### src/rtl/opnd_ag_pkg.sv
package opnd_ag_pkg;
  typedef enum logic [2:0] {
    OPSZ_BYTE  = 3'd0,
    OPSZ_HALF  = 3'd1,
    OPSZ_WORD  = 3'd2,
    OPSZ_DWORD = 3'd3,
    OPSZ_VAR   = 3'd4
  } opsz_e;
endpackage

### src/rtl/ag_sum.sv
module ag_sum #(
  parameter int AW = 24,
  parameter int RW = 32,
  parameter int SW = 4,
  parameter int DW = 12
) (
  input  logic [SW-1:0] base_fld,
  input  logic [SW-1:0] idx_fld,
  input  logic          idx_en,
  input  logic [DW-1:0] disp,
  output logic [SW-1:0] base_rsel,
  input  logic [RW-1:0] base_rdata,
  output logic [SW-1:0] idx_rsel,
  input  logic [RW-1:0] idx_rdata,
  output logic [AW-1:0] sum
);
  logic [AW-1:0] base_term, idx_term;
  logic          unused_hi;

  assign base_rsel = base_fld;
  assign idx_rsel  = idx_fld;

  // field value 0 means "no register", not register 0
  assign base_term = (base_fld == '0) ? '0 : base_rdata[AW-1:0];
  assign idx_term  = (idx_en && idx_fld != '0) ? idx_rdata[AW-1:0] : '0;

  // modulo 2^AW by truncation
  assign sum = base_term + idx_term + AW'(disp);

  assign unused_hi = ^{base_rdata[RW-1:AW], idx_rdata[RW-1:AW]};
endmodule

### src/rtl/ag_align.sv
module ag_align
  import opnd_ag_pkg::*;
(
  input  logic [2:0] addr_lo,
  input  opsz_e      size,
  input  logic       waive,
  output logic       misal
);
  logic raw;
  always_comb begin
    case (size)
      OPSZ_HALF:  raw = addr_lo[0];
      OPSZ_WORD:  raw = |addr_lo[1:0];
      OPSZ_DWORD: raw = |addr_lo;
      default:    raw = 1'b0;
    endcase
  end
  assign misal = raw & ~waive;
endmodule

### src/rtl/ag_limit.sv
module ag_limit
  import opnd_ag_pkg::*;
#(
  parameter int AW = 24,
  parameter int LW = 8
) (
  input  logic [AW-1:0] addr,
  input  opsz_e         size,
  input  logic [LW-1:0] len_m1,
  input  logic [AW:0]   cap,
  output logic          beyond
);
  localparam logic [AW:0] FULL = (AW+1)'(1) << AW;
  logic [AW:0] span_m1, last;

  always_comb begin
    case (size)
      OPSZ_HALF:  span_m1 = (AW+1)'(1);
      OPSZ_WORD:  span_m1 = (AW+1)'(3);
      OPSZ_DWORD: span_m1 = (AW+1)'(7);
      OPSZ_VAR:   span_m1 = (AW+1)'(len_m1);
      default:    span_m1 = '0;
    endcase
  end

  // unwrapped last byte; a straddle past the top shows as last >= FULL
  assign last   = {1'b0, addr} + span_m1;
  assign beyond = (cap < FULL) && (last >= cap);
endmodule

### src/rtl/opnd_addr_gen.sv
module opnd_addr_gen
  import opnd_ag_pkg::*;
#(
  parameter int AW   = 24,
  parameter int RW   = 32,
  parameter int NREG = 16,
  parameter int DW   = 12,
  parameter int LW   = 8,
  localparam int SW  = $clog2(NREG)
) (
  input  logic          clk,
  input  logic          rst,
  input  logic          req_vld,
  input  logic [SW-1:0] base_fld,
  input  logic [SW-1:0] idx_fld,
  input  logic          idx_en,
  input  logic [DW-1:0] disp,
  input  logic [2:0]    size_code,
  input  logic [LW-1:0] var_len_m1,
  input  logic          align_waive,
  input  logic [AW:0]   cap_bytes,
  output logic [SW-1:0] base_rsel,
  input  logic [RW-1:0] base_rdata,
  output logic [SW-1:0] idx_rsel,
  input  logic [RW-1:0] idx_rdata,
  output logic          rsp_vld,
  output logic [AW-1:0] eff_addr,
  output logic          spec_exc,
  output logic          addr_exc
);
  localparam logic [AW:0] FULL = (AW+1)'(1) << AW;

  opsz_e         size;
  logic [AW-1:0] sum;
  logic          misal, beyond;

  assign size = opsz_e'(size_code);

  ag_sum #(.AW(AW), .RW(RW), .SW(SW), .DW(DW)) u_sum (
    .base_fld(base_fld), .idx_fld(idx_fld), .idx_en(idx_en), .disp(disp),
    .base_rsel(base_rsel), .base_rdata(base_rdata),
    .idx_rsel(idx_rsel), .idx_rdata(idx_rdata), .sum(sum)
  );

  ag_align u_align (
    .addr_lo(sum[2:0]), .size(size), .waive(align_waive), .misal(misal)
  );

  ag_limit #(.AW(AW), .LW(LW)) u_limit (
    .addr(sum), .size(size), .len_m1(var_len_m1), .cap(cap_bytes), .beyond(beyond)
  );

  always_ff @(posedge clk) begin
    if (rst) begin
      rsp_vld  <= 1'b0;
      eff_addr <= '0;
      spec_exc <= 1'b0;
      addr_exc <= 1'b0;
    end else begin
      rsp_vld <= req_vld;
      if (req_vld) begin
        eff_addr <= sum;
        spec_exc <= misal;
        addr_exc <= beyond;
      end
    end
  end

  AST_RSP_NEXT_CYCLE: assert property (@(posedge clk) disable iff (rst)
    req_vld |=> rsp_vld);
  AST_IDLE_HOLDS: assert property (@(posedge clk) disable iff (rst)
    !req_vld |=> (!rsp_vld && $stable(eff_addr) && $stable(spec_exc) && $stable(addr_exc)));
  AST_UNSIZED_NO_SPEC: assert property (@(posedge clk) disable iff (rst)
    (req_vld && (size_code == 3'd0 || size_code >= 3'd4)) |=> !spec_exc);
  AST_WAIVE_NO_SPEC: assert property (@(posedge clk) disable iff (rst)
    (req_vld && align_waive) |=> !spec_exc);
  AST_FULL_CAP_NO_AEXC: assert property (@(posedge clk) disable iff (rst)
    (req_vld && cap_bytes >= FULL) |=> !addr_exc);
  AST_ZERO_FIELDS_DISP: assert property (@(posedge clk) disable iff (rst)
    (req_vld && base_fld == '0 && (!idx_en || idx_fld == '0))
      |=> (eff_addr == AW'($past(disp))));
  AST_ZERO_CAP_AEXC: assert property (@(posedge clk) disable iff (rst)
    (req_vld && cap_bytes == '0) |=> addr_exc);
endmodule

### config.mk
export PLATFORM = sky130hd
export DESIGN_NAME = opnd_addr_gen
export DESIGN_NICKNAME = d
export VERILOG_FILES = /design/src/rtl/opnd_ag_pkg.sv /design/src/rtl/ag_sum.sv /design/src/rtl/ag_align.sv /design/src/rtl/ag_limit.sv /design/src/rtl/opnd_addr_gen.sv
export SDC_FILE = /design/constraint.sdc
export NUM_CORES = 1
export LEC_CHECK = 0
export BUFFER_PORTS_ARGS = -buffer_cell sky130_fd_sc_hd__buf_2
export CORE_UTILIZATION = 55
export CTS_BUF_LIST = sky130_fd_sc_hd__clkbuf_16
export CTS_CLUSTER_DIAMETER = 200
export DETAILED_ROUTE_END_ITERATION = 8
export PLACE_DENSITY = 0.87
export SYNTH_ARGS = -nofsm -noshare
export SYNTH_HDL_FRONTEND = slang
export SYNTH_HIERARCHICAL = 1
export SYNTH_SLANG_ARGS = --single-unit
### constraint.sdc
create_clock -name clk -period 12.85 [get_ports clk]
set_input_delay 2.57 -clock clk [delete_from_list [all_inputs] [get_ports clk]]
set_output_delay 2.57 -clock clk [all_outputs]
set_load 0.02 [all_outputs]
==> results of run 1 <==
routing by layer:
layer / up-vias / global-route usage (%) / part of all wire (%)
li1: 2174 / - / -
met4: 0 / 6.64 / 1.3
met3: 10 / 1.16 / 3.5
met1: 1992 / 32.5 / 46
met2: 124 / 46.6 / 49
met5: - / 0 / 0
critical path: stages:
cell and delay (ps):
sky130_fd_sc_hd__buf_2 100, sky130_fd_sc_hd__o41a_1 680, sky130_fd_sc_hd__and2_1 290, sky130_fd_sc_hd__fa_1 530
sky130_fd_sc_hd__inv_1 80, sky130_fd_sc_hd__fa_1 450, sky130_fd_sc_hd__nor2b_1 220, sky130_fd_sc_hd__o2111ai_2 190
sky130_fd_sc_hd__a21boi_0 410, sky130_fd_sc_hd__a41oi_1 200, sky130_fd_sc_hd__xnor2_1 530, sky130_fd_sc_hd__nand3_2 250
sky130_fd_sc_hd__nor4_4 400, sky130_fd_sc_hd__nand4_1 160, sky130_fd_sc_hd__xnor2_1 170, sky130_fd_sc_hd__ha_1 330
sky130_fd_sc_hd__and4_1 200, sky130_fd_sc_hd__nand2_1 80, sky130_fd_sc_hd__nor4_1 270, sky130_fd_sc_hd__o41ai_1 130
sky130_fd_sc_hd__o211ai_1 120, sky130_fd_sc_hd__mux2i_1 120, sky130_fd_sc_hd__nor2_1 120
metrics by stage:
step / instances / worst slack [ps] / instance area, sq um / utilization, % / hold WS [ps]
after detailed placement: 767 / 4230 / 5130 / 66.0 / 480
after CTS: 771 / 4480 / 5210 / 67.1 / 497
after global placement: 767 / 4420 / 5130 / 66.0 / 471
after floorplan: 545 / 5040 / 4450 / - / 583
after global routing: 771 / 3980 / 5210 / 67.1 / 515
final: 771 / 4450 / 5210 / 67.1 / 497
sequential cells by signal, indices dropped and copies added, names as in the netlist:
| name | cells |
|---|---|
| addr_exc | 1 |
| rsp_vld | 1 |
| spec_exc | 1 |
| eff_addr | 24 |
power groups by stage:
stage          Clock [mW]  Sequential [mW]  Combinational, mW
2_1_floorplan           0            0.120              0.273
4_1_cts            0.0718            0.104              0.383
3_3_place_gp            0            0.105              0.363
6_report           0.0708            0.104              0.386
5_1_grt            0.0749            0.105              0.429
3_5_place_dp            0            0.105              0.380
cell type report:
cell class	count	area [sq um]	area share, %
multi-input combinational	456	3590	69.0
timing repair buffer	144	723	13.9
sequential	27	541	10.4
inverter	38	143	2.74
tap	102	128	2.45
clock buffer	3	75.1	1.44
clock inverter	1	5.00	0.0961
path summary, 6_finish.rpt:
check | endpoint | start | depth (start not counted) | slack, ps
max | addr_exc | idx_fld[3] | 23 | 4450
min | eff_addr[20] | eff_addr[20] | 2 | 500
max reg2reg | eff_addr[22] | eff_addr[22] | 2 | 12150
min reg2reg | eff_addr[20] | eff_addr[20] | 2 | 500
logic make-up after synthesis:
family / after synthesis / synth area share [%]
AO/OA/AOI/OAI: 111 / 18.4
adder cells (fa/ha/maj): 80 / 24.8
AND/OR/NAND/NOR: 204 / 24.6
XOR/XNOR: 35 / 6.89
buffers and inverters: 62 / 7.25
flip-flops: 27 / 12.1
multiplexers: 26 / 5.85
placed cells by master (no fill, tap or decap), drive strengths merged, types with 2 or more instances in the layout:
cell / count
nor2: 59
and3: 9
nor4: 7
a21o: 12
a41oi: 2
o41a: 3
o41ai: 3
o31ai: 2
xnor2: 22
a221oi: 2
nand2b: 7
o21bai: 3
o211ai: 7
and4: 3
fa: 14
a211oi: 10
o21ai: 19
clkbuf: 3
o21a: 5
and2: 24
mux2i: 26
nor3: 7
nand3: 18
nor2b: 26
dfxtp: 27
xor2: 13
nand4: 14
inv: 38
buf: 144
nand2: 26
a21boi: 3
a21oi: 30
ha: 66
==> run_summary.xml, run 1 <==
<?xml version="1.0" encoding="UTF-8"?>
<metrics>
  <group name="synth">
    <metric name="synth_largest_area_cell" unit="">sky130_fd_sc_hd__ha_1</metric>
    <metric name="yosys.area.top_type_share" unit="%">18.5</metric>
    <metric name="synth_most_common_cell" unit="">sky130_fd_sc_hd__ha_1</metric>
    <metric name="synth.yosys.seq_area_share" unit="%">12.1</metric>
    <metric name="ff_latch_count_synth" unit="">27</metric>
    <metric name="netlist_area" unit="sq mm">0.00445</metric>
    <metric name="synth_flop_cell" unit="">sky130_fd_sc_hd__dfxtp_1</metric>
    <metric name="synth-edff-count" unit="">0</metric>
    <metric name="synth_commonest_cells" unit="">sky130_fd_sc_hd__ha_1, sky130_fd_sc_hd__nor2_1, sky130_fd_sc_hd__inv_1</metric>
    <metric name="synth.distinct_cells" unit="">63</metric>
    <metric name="synthTopCellsByArea" unit="">sky130_fd_sc_hd__ha_1, sky130_fd_sc_hd__dfxtp_1, sky130_fd_sc_hd__fa_1, sky130_fd_sc_hd__mux2i_1, sky130_fd_sc_hd__nor2_1</metric>
    <metric name="async_flop_share" unit="%">0</metric>
    <metric name="synth_area_per_cell" unit="sq um">8.17</metric>
    <metric name="yosys_warnings" unit="">6</metric>
    <metric name="netlist_instances" unit="">545</metric>
    <metric name="synthesis.nets" unit="">750</metric>
  </group>
  <group name="layout">
    <metric name="antenna_cells" unit="">0</metric>
    <metric name="fill_cells" unit="">672</metric>
    <metric name="layout_stage_area_growth_over_the_synthesis_result" unit="%">17.0</metric>
    <metric name="final_nets" unit="">875</metric>
    <metric name="final_layout_size_suffix_gt1_share" unit="%">25.7</metric>
  </group>
  <group name="timing">
    <metric name="worst-slew-pin-transition" unit="ps">778</metric>
    <metric name="post-route-period-util" unit="%">65.4</metric>
    <metric name="rsz0062_at_grt" unit="">false</metric>
    <metric name="totalNegativeSetupSlack" unit="ps">0</metric>
    <metric name="clock-skew-final" unit="ps">0</metric>
    <metric name="pins_over_their_slew_limit" unit="">0</metric>
    <metric name="relSlewSlack" unit="%">48.1</metric>
    <metric name="report.final.setup_viol" unit="">0</metric>
    <metric name="fmax" unit="GHz">0.119</metric>
    <metric name="timing_hold_violations_final" unit="">0</metric>
    <metric name="time_the_worst_path_needs_with_i_o_delays_and_setup" unit="ps">8400</metric>
  </group>
  <group name="setup_path">
    <metric name="crit_fanout" unit="">24</metric>
    <metric name="worstSetupPathType" unit="">input pin to register</metric>
    <metric name="worst_setup_path_start_kind" unit="">input pin</metric>
    <metric name="timing.critical_path.to_type" unit="">register</metric>
    <metric name="crit_arrival" unit="ps">8600</metric>
    <metric name="required_arrival_time_at_the_worst_endpoint" unit="ps">13050</metric>
  </group>
  <group name="power_and_ir_drop">
    <metric name="power.share.clock" unit="%">12.6</metric>
    <metric name="vdd_ir_drop_max" unit="V">0.0000466</metric>
    <metric name="p_per_area" unit="mW/mm^2">108</metric>
    <metric name="totalPowerFinal" unit="uW">561</metric>
    <metric name="power_switching" unit="uW">264</metric>
    <metric name="power.leakage" unit="nW">2.70</metric>
    <metric name="swShare" unit="%">47.2</metric>
    <metric name="comb_power_share" unit="%">68.8</metric>
    <metric name="sequentialPowerShare" unit="%">18.6</metric>
    <metric name="internal-power" unit="uW">296</metric>
  </group>
  <group name="global_routing">
    <metric name="grt_pass1_vias" unit="">4129</metric>
    <metric name="number_of_antenna_violations_at_the_first_check_in_global_routing" unit="">0</metric>
    <metric name="grt_first_pass_wirelength" unit="microns">18000</metric>
    <metric name="largest_net_degree_at_the_start_of_global_routing" unit="">28</metric>
    <metric name="groute.usage.overall" unit="%">25.5</metric>
    <metric name="gr-total-overflow" unit="">0</metric>
  </group>
  <group name="min_path">
    <metric name="hold_path.class" unit="">register to register</metric>
  </group>
  <group name="routing">
    <metric name="detail_route.drc_violations" unit="">0</metric>
    <metric name="remaining_antenna_violation_count_after_routing" unit="">0</metric>
    <metric name="drt_pre_antenna_iters" unit="">5</metric>
    <metric name="routed-via-count" unit="">4300</metric>
    <metric name="route.final.wire_length" unit="microns">10800</metric>
    <metric name="detail_route.wl_per_cell" unit="microns">14.0</metric>
    <metric name="detailedRoute.firstIterationViolations" unit="">210</metric>
    <metric name="avgViaCountPerCell" unit="">5.58</metric>
  </group>
  <group name="clock_tree">
    <metric name="cts_htree_levels" unit="">1</metric>
    <metric name="post-cts-setup-buffer-count" unit="">0</metric>
    <metric name="cts_hold_repair.buffers" unit="">0</metric>
    <metric name="clock_sink_count" unit="">27</metric>
    <metric name="worst_setup_hold_path_clk_slew" unit="ps">70</metric>
    <metric name="post_cts_resize_count" unit="">0</metric>
    <metric name="root_buffer" unit="">sky130_fd_sc_hd__clkbuf_16</metric>
    <metric name="tritoncts.num_buffers" unit="">3</metric>
    <metric name="worst_skew_pair.late_latency" unit="ps">260</metric>
    <metric name="cts_buffer_depth" unit="">2</metric>
    <metric name="cts_tree" unit="">done</metric>
  </group>
  <group name="die">
    <metric name="fp.dieW" unit="microns">92.0</metric>
    <metric name="vert_die_dim" unit="microns">92.0</metric>
    <metric name="core" unit="sq mm">0.00777</metric>
    <metric name="die_area" unit="sq mm">0.00846</metric>
    <metric name="floorplan.rows" unit="">32</metric>
    <metric name="start_util" unit="%">57.3</metric>
    <metric name="top_level_i_o_count" unit="">160</metric>
  </group>
  <group name="status">
    <metric name="run_status" unit="">completed</metric>
  </group>
  <group name="placed_design">
    <metric name="buffer_ports.inserted" unit="">143</metric>
    <metric name="globalplace.congestion" unit="">0.878</metric>
    <metric name="dp.final_hpwl" unit="microns">9180</metric>
  </group>
  <group name="run">
    <metric name="max-cap-violations" unit="">0</metric>
  </group>
</metrics>
No activity file was read; power rests on OpenSTA's default activity.
==> run 2, diff against run 1 <==
--- a/config.mk
+++ b/config.mk
@@ -6,11 +6,11 @@
 export NUM_CORES = 1
 export LEC_CHECK = 0
 export BUFFER_PORTS_ARGS = -buffer_cell sky130_fd_sc_hd__buf_2
-export CORE_UTILIZATION = 55
+export CORE_UTILIZATION = 47
 export CTS_BUF_LIST = sky130_fd_sc_hd__clkbuf_16
 export CTS_CLUSTER_DIAMETER = 200
 export DETAILED_ROUTE_END_ITERATION = 8
-export PLACE_DENSITY = 0.87
+export PLACE_DENSITY = 0.79
 export SYNTH_ARGS = -nofsm -noshare
 export SYNTH_HDL_FRONTEND = slang
 export SYNTH_HIERARCHICAL = 1
==> constraint.sdc (replaced) <==
create_clock -name clk -period 7 [get_ports clk]
set_input_delay 1.4 -clock clk [delete_from_list [all_inputs] [get_ports clk]]
set_output_delay 1.4 -clock clk [all_outputs]
set_load 0.02 [all_outputs]
==> run 2 against run 1 <==
Combinational power up 92%. Sequential cell count is the same. Core utilization fell by 9.0 points. Via count about the same. Sequential power up 83%. Sequential share of layout area decreased by 0.25 points. Die area up 17%. Global-route usage is 2.4 points lower. First-iteration DRC count fell by 6.7%. Total power up 89%. Critical endpoint unchanged. Largest power group unchanged.
==> run_summary.xml, run 2 (same netlist as run 1, synthesis figures left out) <==
<?xml version="1.0" encoding="UTF-8"?>
<metrics>
  <group name="global_routing">
    <metric name="grt_first_pass_wirelength" unit="microns">19000</metric>
    <metric name="number_of_antenna_violations_at_the_first_check_in_global_routing" unit="">0</metric>
    <metric name="grt_pass1_vias" unit="">4252</metric>
    <metric name="gr-total-overflow" unit="">0</metric>
    <metric name="groute.usage.overall" unit="%">23.1</metric>
    <metric name="largest_net_degree_at_the_start_of_global_routing" unit="">28</metric>
  </group>
  <group name="timing">
    <metric name="post-route-period-util" unit="%">95.8</metric>
    <metric name="time_the_worst_path_needs_with_i_o_delays_and_setup" unit="ps">6710</metric>
    <metric name="clock-skew-final" unit="ps">0</metric>
    <metric name="rsz0062_at_grt" unit="">false</metric>
    <metric name="timing_hold_violations_final" unit="">0</metric>
    <metric name="relSlewSlack" unit="%">47.2</metric>
    <metric name="pins_over_their_slew_limit" unit="">0</metric>
    <metric name="worst-slew-pin-transition" unit="ps">792</metric>
    <metric name="finalHoldWorstSlack" unit="ps">494</metric>
    <metric name="report.final.setup_viol" unit="">0</metric>
    <metric name="fmax" unit="GHz">0.149</metric>
  </group>
  <group name="layout">
    <metric name="largest_register_ffs" unit="">24</metric>
    <metric name="fill_cells" unit="">855</metric>
    <metric name="final_nets" unit="">886</metric>
    <metric name="layout_common_cells" unit="">sky130_fd_sc_hd__buf_2, sky130_fd_sc_hd__ha_1, sky130_fd_sc_hd__nor2_1</metric>
    <metric name="layout_stage_area_growth_over_the_synthesis_result" unit="%">19.9</metric>
    <metric name="layout.cells.most_common" unit="">sky130_fd_sc_hd__buf_2</metric>
    <metric name="registers.top_by_ff_count" unit="">eff_addr</metric>
    <metric name="antenna_cells" unit="">0</metric>
    <metric name="final_layout_size_suffix_gt1_share" unit="%">27.5</metric>
  </group>
  <group name="power_and_ir_drop">
    <metric name="vdd_ir_drop_max" unit="V">0.0000998</metric>
    <metric name="power_switching" unit="uW">492</metric>
    <metric name="power.leakage" unit="nW">2.77</metric>
    <metric name="internal-power" unit="uW">567</metric>
    <metric name="sequentialPowerShare" unit="%">17.9</metric>
    <metric name="p_per_area" unit="mW/mm^2">199</metric>
    <metric name="power.share.clock" unit="%">12.1</metric>
    <metric name="totalPowerFinal" unit="mW">1.06</metric>
    <metric name="swShare" unit="%">46.4</metric>
    <metric name="comb_power_share" unit="%">70.0</metric>
  </group>
  <group name="setup_path">
    <metric name="crit_fanout" unit="">20</metric>
    <metric name="worstRegToRegCells" unit="">2</metric>
    <metric name="reg_to_reg_startpoint" unit="">eff_addr[14]</metric>
    <metric name="crit_arrival" unit="ps">6900</metric>
    <metric name="worstSetupPathType" unit="">input pin to register</metric>
    <metric name="required_arrival_time_at_the_worst_endpoint" unit="ps">7200</metric>
    <metric name="worst_setup_path_start_kind" unit="">input pin</metric>
    <metric name="max_stage_delay" unit="ps">500</metric>
    <metric name="timing.critical_path.to_type" unit="">register</metric>
    <metric name="worstReg2RegEnd" unit="">eff_addr[14]</metric>
    <metric name="critical_path_buf_inv_count" unit="">3</metric>
    <metric name="r2r_setup_slack" unit="ps">6350</metric>
    <metric name="cell_family_with_most_cp_delay" unit="">simple AND/OR/NAND/NOR gates</metric>
    <metric name="worst_path_max_delay_cell" unit="">sky130_fd_sc_hd__o41a_1</metric>
  </group>
  <group name="placed_design">
    <metric name="globalplace.congestion" unit="">0.832</metric>
    <metric name="buffer_ports.inserted" unit="">143</metric>
    <metric name="dp.final_hpwl" unit="microns">9570</metric>
  </group>
  <group name="clock_tree">
    <metric name="cts_htree_levels" unit="">1</metric>
    <metric name="post_cts_resize_count" unit="">0</metric>
    <metric name="tritoncts.num_buffers" unit="">3</metric>
    <metric name="cts_hold_repair.buffers" unit="">0</metric>
    <metric name="clock_sink_count" unit="">27</metric>
    <metric name="worst_skew_pair.late_latency" unit="ps">260</metric>
    <metric name="root_buffer" unit="">sky130_fd_sc_hd__clkbuf_16</metric>
    <metric name="cts_tree" unit="">done</metric>
    <metric name="post-cts-setup-buffer-count" unit="">0</metric>
    <metric name="cts_buffer_depth" unit="">2</metric>
    <metric name="worst_setup_hold_path_clk_slew" unit="ps">70</metric>
  </group>
  <group name="die">
    <metric name="start_util" unit="%">48.4</metric>
    <metric name="fp.dieW" unit="microns">99.3</metric>
    <metric name="vert_die_dim" unit="microns">99.3</metric>
    <metric name="top_level_i_o_count" unit="">160</metric>
    <metric name="floorplan.rows" unit="">35</metric>
    <metric name="core" unit="sq mm">0.00920</metric>
    <metric name="die_area" unit="sq mm">0.00987</metric>
  </group>
  <group name="routing">
    <metric name="detail_route.wl_per_cell" unit="microns">14.2</metric>
    <metric name="route.final.wire_length" unit="microns">11200</metric>
    <metric name="detailedRoute.firstIterationViolations" unit="">196</metric>
    <metric name="routed-via-count" unit="">4301</metric>
    <metric name="avgViaCountPerCell" unit="">5.44</metric>
    <metric name="detail_route.drc_violations" unit="">0</metric>
    <metric name="drt_pre_antenna_iters" unit="">4</metric>
    <metric name="remaining_antenna_violation_count_after_routing" unit="">0</metric>
  </group>
  <group name="min_path">
    <metric name="hold_path.class" unit="">register to register</metric>
    <metric name="worst_hold_startpoint" unit="">eff_addr[6]</metric>
    <metric name="hold_path_depth" unit="">2</metric>
    <metric name="hold-path-endpoint" unit="">eff_addr[6]</metric>
  </group>
  <group name="status">
    <metric name="run_status" unit="">completed</metric>
  </group>
  <group name="run">
    <metric name="max-cap-violations" unit="">0</metric>
  </group>
</metrics>
-- run 2: worst max-delay path by stage --
stage,startpoint,end,slack [ps],cells after the start
CTS,idx_fld[3],addr_exc,240,26
detailed placement,idx_fld[3],addr_exc,-20,26
global placement,idx_fld[3],addr_exc,180,24
global route,base_fld[1],addr_exc,10,26
floorplan,base_fld[1],addr_exc,360,26
finish,idx_fld[3],addr_exc,290,25
-- run 2: worst register-to-register path, cell delays in order (launching register included) --
cell,delay (ps)
sky130_fd_sc_hd__dfxtp_1,330
sky130_fd_sc_hd__mux2i_1,140
sky130_fd_sc_hd__nor2_1,50
-- run 2: layer usage --
layer	part of all wire, %	vias up	track usage (%)	wire length (microns)
met5	0	-	0	0
met4	1.0	0	4.07	116
met3	4.2	8	1.19	477
met2	49	120	42.3	5550
met1	45	1969	30.3	5100
li1	-	2204	-	-
-- run 2: cell type report --
cell class                 count  area, sq um  area share (%)
clock buffer                   3         75.1            1.41
inverter                      38          143            2.67
tap                          111          139            2.60
sequential                    27          541            10.1
clock inverter                 1         3.75          0.0703
multi-input combinational    456         3630            67.9
timing repair buffer         155          810            15.2
-- run 2: stage by stage --
step | setup WS (ps) | cell area [sq um] | TNS [ps] | utilization (%) | cells
final | 292 | 5340 | 0 | 58.0 | 791
after global routing | 12.0 | 5340 | 0 | 58.0 | 791
after CTS | 245 | 5300 | 0 | 57.6 | 791
after detailed placement | -23.2 | 5220 | -23.2 | 56.8 | 787
after global placement | 180 | 5220 | 0 | 56.8 | 787
after floorplan | 357 | 4450 | 0 | - | 545
-- run 2: power by group through the flow --
stage / clock network (mW) / registers [mW] / logic (mW)
2_1_floorplan: 0 / 0.220 / 0.501
3_3_place_gp: 0 / 0.193 / 0.702
3_5_place_dp: 0 / 0.193 / 0.727
4_1_cts: 0.131 / 0.190 / 0.732
5_1_grt: 0.135 / 0.192 / 0.827
6_report: 0.128 / 0.190 / 0.741
==> run 3, diff against run 2 <==
--- a/config.mk
+++ b/config.mk
@@ -6,11 +6,13 @@
 export NUM_CORES = 1
 export LEC_CHECK = 0
 export BUFFER_PORTS_ARGS = -buffer_cell sky130_fd_sc_hd__buf_2
-export CORE_UTILIZATION = 47
+export CELL_PAD_IN_SITES_DETAIL_PLACEMENT = 1
+export CELL_PAD_IN_SITES_GLOBAL_PLACEMENT = 2
+export CORE_UTILIZATION = 26
 export CTS_BUF_LIST = sky130_fd_sc_hd__clkbuf_16
 export CTS_CLUSTER_DIAMETER = 200
 export DETAILED_ROUTE_END_ITERATION = 8
-export PLACE_DENSITY = 0.79
+export PLACE_DENSITY_LB_ADDON = 0.1
 export SYNTH_ARGS = -nofsm -noshare
 export SYNTH_HDL_FRONTEND = slang
 export SYNTH_HIERARCHICAL = 1
==> run 3 against run 2 <==
Maximum frequency grew 2.3%. Global-route usage shrank 7.4 points. Critical endpoint unchanged. Largest cell class unchanged. Clock skew is the same. Setup slack gained 150 ps.
==> run_summary.xml, run 3 (same netlist as run 1, synthesis figures left out) <==
<?xml version="1.0" encoding="UTF-8"?>
<metrics>
  <group name="timing">
    <metric name="totalNegativeSetupSlack" unit="ps">0</metric>
    <metric name="report.final.setup_viol" unit="">0</metric>
    <metric name="timing_hold_violations_final" unit="">0</metric>
    <metric name="fmax" unit="GHz">0.153</metric>
    <metric name="finalHoldWorstSlack" unit="ps">489</metric>
    <metric name="time_the_worst_path_needs_with_i_o_delays_and_setup" unit="ps">6560</metric>
    <metric name="relSlewSlack" unit="%">44.5</metric>
    <metric name="rsz0062_at_grt" unit="">false</metric>
    <metric name="clock-skew-final" unit="ps">0</metric>
    <metric name="post-route-period-util" unit="%">93.7</metric>
    <metric name="pins_over_their_slew_limit" unit="">0</metric>
    <metric name="worst-slew-pin-transition" unit="ps">832</metric>
  </group>
  <group name="die">
    <metric name="vert_die_dim" unit="microns">133</metric>
    <metric name="floorplan.rows" unit="">47</metric>
    <metric name="fp.dieW" unit="microns">133</metric>
    <metric name="start_util" unit="%">26.7</metric>
    <metric name="core" unit="sq mm">0.0166</metric>
    <metric name="die_area" unit="sq mm">0.0176</metric>
    <metric name="top_level_i_o_count" unit="">160</metric>
  </group>
  <group name="layout">
    <metric name="antenna_cells" unit="">0</metric>
    <metric name="layout_common_cells" unit="">sky130_fd_sc_hd__buf_2, sky130_fd_sc_hd__ha_1, sky130_fd_sc_hd__nor2_1</metric>
    <metric name="registers.top_by_ff_count" unit="">eff_addr</metric>
    <metric name="stdcell_count" unit="">924</metric>
    <metric name="fill_cells" unit="">2085</metric>
    <metric name="largest_register_ffs" unit="">24</metric>
    <metric name="layout_stage_area_growth_over_the_synthesis_result" unit="%">27.7</metric>
    <metric name="final_layout_size_suffix_gt1_share" unit="%">31.0</metric>
    <metric name="layout.cells.most_common" unit="">sky130_fd_sc_hd__buf_2</metric>
    <metric name="final_nets" unit="">910</metric>
  </group>
  <group name="setup_path">
    <metric name="critPathLaunch" unit="">idx_fld[0]</metric>
    <metric name="worstRegToRegCells" unit="">2</metric>
    <metric name="timing.critical_path.to_type" unit="">register</metric>
    <metric name="worst_setup_path_start_kind" unit="">input pin</metric>
    <metric name="worst_path_max_delay_cell" unit="">sky130_fd_sc_hd__o41a_1</metric>
    <metric name="r2r_setup_slack" unit="ps">6350</metric>
    <metric name="reg_to_reg_startpoint" unit="">eff_addr[17]</metric>
    <metric name="required_arrival_time_at_the_worst_endpoint" unit="ps">7210</metric>
    <metric name="cell_family_with_most_cp_delay" unit="">compound AO/OA/AOI/OAI gates</metric>
    <metric name="timing.critical_path.to" unit="">addr_exc</metric>
    <metric name="worstSetupPathType" unit="">input pin to register</metric>
    <metric name="crit_fanout" unit="">9</metric>
    <metric name="crit_arrival" unit="ps">6770</metric>
    <metric name="critical_path_buf_inv_count" unit="">3</metric>
    <metric name="max_stage_delay" unit="ps">530</metric>
    <metric name="worstReg2RegEnd" unit="">eff_addr[17]</metric>
    <metric name="critical_path_cell_count" unit="">25</metric>
  </group>
  <group name="placed_design">
    <metric name="dp.final_hpwl" unit="microns">12000</metric>
    <metric name="place.detailed.instances" unit="">918</metric>
    <metric name="globalplace.congestion" unit="">0.783</metric>
    <metric name="buffer_ports.inserted" unit="">143</metric>
  </group>
  <group name="routing">
    <metric name="detail_route.drc_violations" unit="">0</metric>
    <metric name="detailedRoute.firstIterationViolations" unit="">82</metric>
    <metric name="detail_route.wl_per_cell" unit="microns">14.6</metric>
    <metric name="avgViaCountPerCell" unit="">4.72</metric>
    <metric name="drt_pre_antenna_iters" unit="">5</metric>
    <metric name="routed-via-count" unit="">4359</metric>
    <metric name="route.final.wire_length" unit="microns">13500</metric>
    <metric name="remaining_antenna_violation_count_after_routing" unit="">0</metric>
  </group>
  <group name="clock_tree">
    <metric name="tritoncts.num_buffers" unit="">3</metric>
    <metric name="cts_htree_levels" unit="">1</metric>
    <metric name="worst_setup_hold_path_clk_slew" unit="ps">70</metric>
    <metric name="worst_skew_pair.late_latency" unit="ps">270</metric>
    <metric name="cts_buffer_depth" unit="">2</metric>
    <metric name="cts_hold_repair.buffers" unit="">0</metric>
    <metric name="cts_tree" unit="">done</metric>
    <metric name="root_buffer" unit="">sky130_fd_sc_hd__clkbuf_16</metric>
    <metric name="clock_sink_count" unit="">27</metric>
  </group>
  <group name="power_and_ir_drop">
    <metric name="vdd_ir_drop_max" unit="V">0.0000874</metric>
    <metric name="p_per_area" unit="mW/mm^2">198</metric>
    <metric name="power.leakage" unit="nW">2.89</metric>
  </group>
  <group name="global_routing">
    <metric name="groute.usage.overall" unit="%">15.7</metric>
    <metric name="grt_pass1_vias" unit="">4662</metric>
    <metric name="number_of_antenna_violations_at_the_first_check_in_global_routing" unit="">0</metric>
    <metric name="largest_net_degree_at_the_start_of_global_routing" unit="">28</metric>
    <metric name="grt_first_pass_wirelength" unit="microns">22700</metric>
    <metric name="gr-total-overflow" unit="">0</metric>
  </group>
  <group name="min_path">
    <metric name="worst_hold_startpoint" unit="">eff_addr[9]</metric>
    <metric name="hold_path.class" unit="">register to register</metric>
    <metric name="hold_path_depth" unit="">2</metric>
  </group>
  <group name="status">
    <metric name="run_status" unit="">completed</metric>
  </group>
  <group name="run">
    <metric name="max-cap-violations" unit="">0</metric>
  </group>
</metrics>
[run 3: what timing repair did]
action,CTS,global route
setup endpoints to repair,0,1
endpoints found under the hold margin,0,0
gates resized for setup,0,15
setup buffers,0,2
[run 3: cell type report]
| class | instances | area [sq um] | area share (%) |
|---|---|---|---|
| clock inverters | 1 | 3.75 | 0.0660 |
| inverters | 38 | 143 | 2.51 |
| flip-flops and latches | 27 | 541 | 9.50 |
| clock buffers | 3 | 75.1 | 1.32 |
| well taps | 220 | 275 | 4.84 |
| multi-input cells | 456 | 3660 | 64.4 |
| repair buffers | 179 | 986 | 17.3 |
[run 3: worst min-delay path by stage]
| stage | end | slack (ps) |
|---|---|---|
| after global routing | eff_addr[9] | 510 |
| after CTS | eff_addr[1] | 500 |
| after floorplan | addr_exc | 580 |
| final | eff_addr[9] | 490 |
| after global placement | eff_addr[7] | 470 |
| after detailed placement | eff_addr[20] | 480 |
[run 3: power by group]
part	switching, mW	internal (mW)
sequential	0.0129	0.177
clock	0.0588	0.0769
combinational	0.447	0.352
[run 3: stage by stage]
step	util, %	setup slack, ps	power (mW)	cell area [sq um]
6_report	34.2	444	1.13	5690
5_1_grt	34.2	31.4	1.25	5690
4_1_cts	33.7	170	1.13	5600
3_5_place_dp	33.2	-126	0.986	5520
3_3_place_gp	33.2	-6.83	0.966	5520
2_1_floorplan	-	357	0.721	4450
[run 3: per-layer routing]
| layer | vias to the layer above | wire, microns | global-route usage (%) | part of all wire [%] |
|---|---|---|---|---|
| li1 | 2246 | - | - | - |
| met1 | 2024 | 6510 | 20.6 | 48 |
| met2 | 84 | 6550 | 28.1 | 48 |
| met3 | 5 | 354 | 0.690 | 2.6 |
| met4 | 0 | 104 | 3.26 | 0.77 |
| met5 | - | 0 | 0 | 0 |
[run 3: tightest hold or removal path, stage by stage (launching register included)]
cell and delay [ps]:
sky130_fd_sc_hd__dfxtp_1 320, sky130_fd_sc_hd__mux2i_1 60, sky130_fd_sc_hd__nor2_1 70
